`src/rtl/sram_pkg.sv`:
```
package sram_pkg;
  typedef enum logic [1:0] {
    OP_IDLE  = 2'd0,
    OP_READ  = 2'd1,
    OP_WRITE = 2'd2
  } sram_op_e;
endpackage

```
`src/rtl/sram_in_stage.sv`:
```
module sram_in_stage
  import sram_pkg::*;
#(
  parameter int AW = 4,
  parameter int NB = 4,
  parameter int BW = 9,
  localparam int DW = NB * BW
) (
  input  logic          clk_i,
  input  logic          rst_ni,
  input  logic          en_a_i,
  input  logic          en_b_i,
  input  logic          en_c_ni,
  input  logic          gw_i,
  input  logic          bwe_i,
  input  logic [NB-1:0] bsel_i,
  input  logic [AW-1:0] addr_i,
  input  logic [DW-1:0] wdata_i,
  output sram_op_e      op_o,
  output logic [AW-1:0] addr_o,
  output logic [NB-1:0] mask_o,
  output logic [DW-1:0] wdata_o,
  output logic          first_o
);
  logic          sel;
  logic [NB-1:0] mask_d;
  sram_op_e      op_d;

  assign sel    = en_a_i & en_b_i & ~en_c_ni;
  // global write beats the per-lane selects
  assign mask_d = gw_i ? {NB{1'b1}} : (bwe_i ? bsel_i : '0);

  always_comb begin
    if (!sel)        op_d = OP_IDLE;
    else if (|mask_d) op_d = OP_WRITE;
    else             op_d = OP_READ;
  end

  always_ff @(posedge clk_i or negedge rst_ni) begin
    if (!rst_ni) begin
      op_o    <= OP_IDLE;
      addr_o  <= '0;
      mask_o  <= '0;
      wdata_o <= '0;
      first_o <= 1'b1;
    end else begin
      // first_o marks that the op now held follows an idle slot
      first_o <= (op_o == OP_IDLE);
      op_o    <= op_d;
      addr_o  <= addr_i;
      mask_o  <= sel ? mask_d : '0;
      wdata_o <= wdata_i;
    end
  end
endmodule

```
`src/rtl/sram_array.sv`:
```
module sram_array #(
  parameter int AW = 4,
  parameter int NB = 4,
  parameter int BW = 9,
  localparam int DW = NB * BW,
  localparam int DEPTH = 1 << AW
) (
  input  logic          clk_i,
  input  logic [NB-1:0] we_i,
  input  logic [AW-1:0] addr_i,
  input  logic [DW-1:0] wdata_i,
  output logic [DW-1:0] rdata_o
);
  for (genvar b = 0; b < NB; b++) begin : g_lane
    logic [BW-1:0] bank [DEPTH];

    always_ff @(posedge clk_i) begin
      if (we_i[b]) bank[addr_i] <= wdata_i[b*BW +: BW];
    end

    assign rdata_o[b*BW +: BW] = bank[addr_i];
  end
endmodule

```
`src/rtl/sram_out_stage.sv`:
```
module sram_out_stage #(
  parameter int NB = 4,
  parameter int BW = 9,
  localparam int DW = NB * BW
) (
  input  logic          clk_i,
  input  logic          rst_ni,
  input  logic          rd_i,
  input  logic          first_i,
  input  logic [DW-1:0] rdata_i,
  input  logic          oe_i,
  output logic [DW-1:0] rdata_o,
  output logic [NB-1:0] drv_o
);
  logic [DW-1:0] data_q;
  logic          drv_q;

  always_ff @(posedge clk_i or negedge rst_ni) begin
    if (!rst_ni) begin
      data_q <= '0;
      drv_q  <= 1'b0;
    end else begin
      if (rd_i) data_q <= rdata_i;
      // a read emerging from deselect keeps its slot undriven
      drv_q <= rd_i & ~first_i;
    end
  end

  assign rdata_o = data_q;
  assign drv_o   = {NB{oe_i & drv_q}};
endmodule

```
`src/rtl/sync_pipe_sram.sv`:
```
module sync_pipe_sram
  import sram_pkg::*;
#(
  parameter int AW = 4,
  parameter int NB = 4,
  parameter int BW = 9,
  localparam int DW = NB * BW
) (
  input  logic          clk_i,
  input  logic          rst_ni,
  input  logic          en_a_i,
  input  logic          en_b_i,
  input  logic          en_c_ni,
  input  logic          gw_i,
  input  logic          bwe_i,
  input  logic [NB-1:0] bsel_i,
  input  logic [AW-1:0] addr_i,
  input  logic [DW-1:0] wdata_i,
  input  logic          oe_i,
  output logic [DW-1:0] rdata_o,
  output logic [NB-1:0] drv_o
);
  sram_op_e      s1_op;
  logic [AW-1:0] s1_addr;
  logic [NB-1:0] s1_mask;
  logic [DW-1:0] s1_wdata;
  logic          s1_first;
  logic [DW-1:0] arr_rdata;
  logic [NB-1:0] arr_we;
  logic          s1_rd;

  sram_in_stage #(.AW(AW), .NB(NB), .BW(BW)) u_in (
    .clk_i   (clk_i),
    .rst_ni  (rst_ni),
    .en_a_i  (en_a_i),
    .en_b_i  (en_b_i),
    .en_c_ni (en_c_ni),
    .gw_i    (gw_i),
    .bwe_i   (bwe_i),
    .bsel_i  (bsel_i),
    .addr_i  (addr_i),
    .wdata_i (wdata_i),
    .op_o    (s1_op),
    .addr_o  (s1_addr),
    .mask_o  (s1_mask),
    .wdata_o (s1_wdata),
    .first_o (s1_first)
  );

  assign arr_we = (s1_op == OP_WRITE) ? s1_mask : '0;
  assign s1_rd  = (s1_op == OP_READ);

  sram_array #(.AW(AW), .NB(NB), .BW(BW)) u_arr (
    .clk_i   (clk_i),
    .we_i    (arr_we),
    .addr_i  (s1_addr),
    .wdata_i (s1_wdata),
    .rdata_o (arr_rdata)
  );

  sram_out_stage #(.NB(NB), .BW(BW)) u_out (
    .clk_i   (clk_i),
    .rst_ni  (rst_ni),
    .rd_i    (s1_rd),
    .first_i (s1_first),
    .rdata_i (arr_rdata),
    .oe_i    (oe_i),
    .rdata_o (rdata_o),
    .drv_o   (drv_o)
  );
endmodule

```
`config.mk`:
```
export PLATFORM = sky130hd
export DESIGN_NAME = sync_pipe_sram
export DESIGN_NICKNAME = d
export VERILOG_FILES = /design/src/rtl/sram_pkg.sv /design/src/rtl/sram_in_stage.sv /design/src/rtl/sram_array.sv /design/src/rtl/sram_out_stage.sv /design/src/rtl/sync_pipe_sram.sv
export SDC_FILE = /design/constraint.sdc
export NUM_CORES = 1
export LEC_CHECK = 0
export BUFFER_PORTS_ARGS = -buffer_cell sky130_fd_sc_hd__buf_2
export CAP_MARGIN = 20
export CORE_ASPECT_RATIO = 1.1
export CORE_UTILIZATION = 55
export DETAILED_ROUTE_END_ITERATION = 7
export PLACE_DENSITY = 0.72
export SLEW_MARGIN = 0
export SYNTH_ARGS = -nofsm -noshare
export SYNTH_HDL_FRONTEND = slang
export SYNTH_SLANG_ARGS = --single-unit
export TNS_END_PERCENT = 100
```
`constraint.sdc`:
```
create_clock -name clk_i -period 4 [get_ports clk_i]
set_input_delay 0.4 -clock clk_i [delete_from_list [all_inputs] [get_ports clk_i]]
set_output_delay 0.4 -clock clk_i [all_outputs]
set_load 0.05 [all_outputs]
```
==> impl_metrics.toml <==
[run_status]
status = "completed"

[yosys]
ys.warnings.count = 0
synth_nets = 1334
synth.yosys.seq_area_share = 0.780
synth_cell_types = 34
syn_area_um2 = 24900
synth-seq-cells = 660
syn_area_per_cell_um2 = 19.4
synth_cells = 1282

[power_and_ir_drop]
peakVddDrop_mv = 0.342
combPwrFrac = 0.068
power.density_nw_per_um2 = 524
power_leakage_nw = 9.68
totalPowerFinal_w = 0.0149
power_frac_clock = 0.407
intPower_w = 0.0115
power.switching_w = 0.00342
swShare = 0.230
pwr-share-seq = 0.525

[timing]
timing.hold.ws_ns = 0.0634
skew_ns = 0.0203
slew_viol_final = 0
min_period_ns = 3.12
hold_violations = 0
max_freq_mhz = 321
slew_headroom = 0.234
min_period_over_period = 0.779
tns_ns = 0
finalSetupViolCount = 0
setup_slack_ns = 0.884
tightestPinTransition_ns = 1.15
rsz0062_at_grt = "no"

[route]
ant_nets = 0
wire_per_inst_um = 25.7
drt-initial-drc-count = 1319
post-route-drc-count = 0
wl_um = 53500
vias = 12544
via_per_inst = 6.02
dr.pass1.iters = 5

[critical_path]
end_kind = "flip-flop"
worstPathArrival_ns = 3.32
path_class = "flip-flop to flip-flop"
startpoint_type = "flip-flop"
worstPathCellList = "and2_1 -> nand2_1 -> nor2_1"
worst_path_largest_cell_delay_ns = 0.93
cp_num_buf_inv = 0
crit_path_max_fanout = 24
cpLargestDelayFamily = "simple AND/OR/NAND/NOR gates"
slowest_stage = "dfrtp_1"
required_ns = 4.21

[clocking]
path_clk_slew_ns = 0.06
clk_path_buf_depth = 3
tritoncts = "done"
ctsResizeCount = 0
cts-root-buf = "clkbuf_16"
htree_levels = 3
cts_buffers = 66
clock_sinks = 660
clock_latency_ns = 0.60

[floorplanning]
coreArea_um2 = 44500
num_rows = 81
die_w_um = 205
die-area_um2 = 46100
initial_core_util = 0.559
io_pins = 92
die_y_um = 225

[global_route]
grt_pass1_vias = 12789
grt-ovfl-total = 0
grt_pass1_wl_um = 80100
grt_max_degree = 81
grt_usage = 0.242
antenna_found_initial = 2

[place]
port_buffers = 91
place_ws_ns = 0.966
dp_hpwl_um = 33500
place.gp.congestion = 0.850
placed_cells = 1919

[layout]
nNetsFinal = 1501
final_cells = 2084
regArea_um2 = 19400
multi_input_area_um2 = 4960
antenna_cells = 0
fill_cells = 2980
drive_gt1_frac = 0.216
flow.area_growth_from_synthesis_pct = 14.3

[worst_hold_path]
hp-class = "input pin to flip-flop"

[job]
cap_violations = 0
worst paths after layout:
check                          startpoint                          to  slack [ns]  cells after the start
min reg2reg                  u_in.op_o[0]                u_in.first_o        0.42                      1
max                        u_in.addr_o[1]  u_arr.g_lane[0].bank[6][3]        0.88                      3
max in group asynchronous          rst_ni             u_in.wdata_o[5]        3.02                      3
min in group asynchronous          rst_ni           u_out.rdata_o[21]        0.45                      3
min                             bsel_i[3]              u_in.mask_o[3]        0.06                      3
max reg2reg                u_in.addr_o[1]  u_arr.g_lane[0].bank[6][3]        0.88                      3
layer usage:
metal  up-vias  wire length (um)  global-route usage
met5         -                 0                   0
met4         0              1290              0.0828
met3        96              4470              0.0493
met2       535             26600               0.393
met1      6444             21200               0.328
li1       5469                 -                   -
worst reg2reg max path: cells and delay by family (launching register included):
kind	cells	cell delay (ns)
simple gates	3	1.81
flops	1	0.93
sequential cells by signal, indices dropped and copies added, names as in the netlist:
| signal | cells |
|---|---|
| u_arr.g_lane.bank | 576 |
| u_in.wdata_o | 36 |
| u_out.rdata_o | 36 |
| u_in.addr_o | 4 |
| u_in.mask_o | 4 |
| u_in.op_o | 2 |
| u_in.first_o | 1 |
| u_out.drv_q | 1 |
metrics by stage:
stage / util / cell area [um^2]
after floorplan: - / 24900
after global placement: 0.581 / 25900
after detailed placement: 0.581 / 25900
after CTS: 0.638 / 28400
after global routing: 0.639 / 28400
final: 0.639 / 28400
final cells by class:
class	instances	area share
clock buffers	87	0.0631
flip-flops and latches	660	0.683
repair buffers	172	0.0417
clock inverters	35	0.0118
well taps	581	0.0256
multi-input cells	549	0.175
logic make-up after synthesis:
group           after synthesis  share of synthesized area
flops                       660                      0.780
mux                         216                      0.124
simple gates                184                     0.0305
compound gates              149                     0.0449
buf+inv                      73                     0.0203
power by group through the flow:
| stage | combinational, W | clock (W) | sequential [W] |
|---|---|---|---|
| after CTS | 0.00102 | 0.00613 | 0.00782 |
| final | 0.00101 | 0.00605 | 0.00782 |
| after detailed placement | 0.000979 | 0 | 0.00796 |
| after global placement | 0.000973 | 0 | 0.00795 |
| after floorplan | 0.000395 | 0 | 0.00820 |
| after global routing | 0.00107 | 0.00639 | 0.00783 |
synth_stat cells, drive strengths merged:
master	number	area share
buf	47	0.016
nand2	30	0.0045
nand2b	1	0.00025
or4	1	0.00030
a21oi	5	0.0010
dfrtp	83	0.084
or3b	1	0.00035
o22ai	44	0.011
a22oi	36	0.012
nand3	5	0.0010
dfstp	1	0.0011
and2b	1	0.00030
nor2	130	0.020
mux2	14	0.0063
and2	2	0.00050
or3	1	0.00025
clkbuf	26	0.0040
o2111ai	14	0.0049
nand3b	4	0.0012
mux4	72	0.065
o22a	28	0.0099
edfxtp	576	0.70
nor2b	8	0.0020
a31oi	22	0.0055
mux2i	130	0.052
placed cells by master, fill, tap and decap left out, types with 30 or more instances in the layout:
cell           count
dfrtp_1           81
buf_4             39
nor2_1           129
edfxtp_1         576
clkbuf_16         67
nand2_1           30
dlygate4sd3_1     41
mux2i_1          130
o22ai_1           44
mux4_2            72
buf_2             90
timing repair:
item                      CTS  global route
hold endpoints to repair  123             0
hold buffers               41             0
setup buffers               0             0
(Power assumes the default switching activity.)
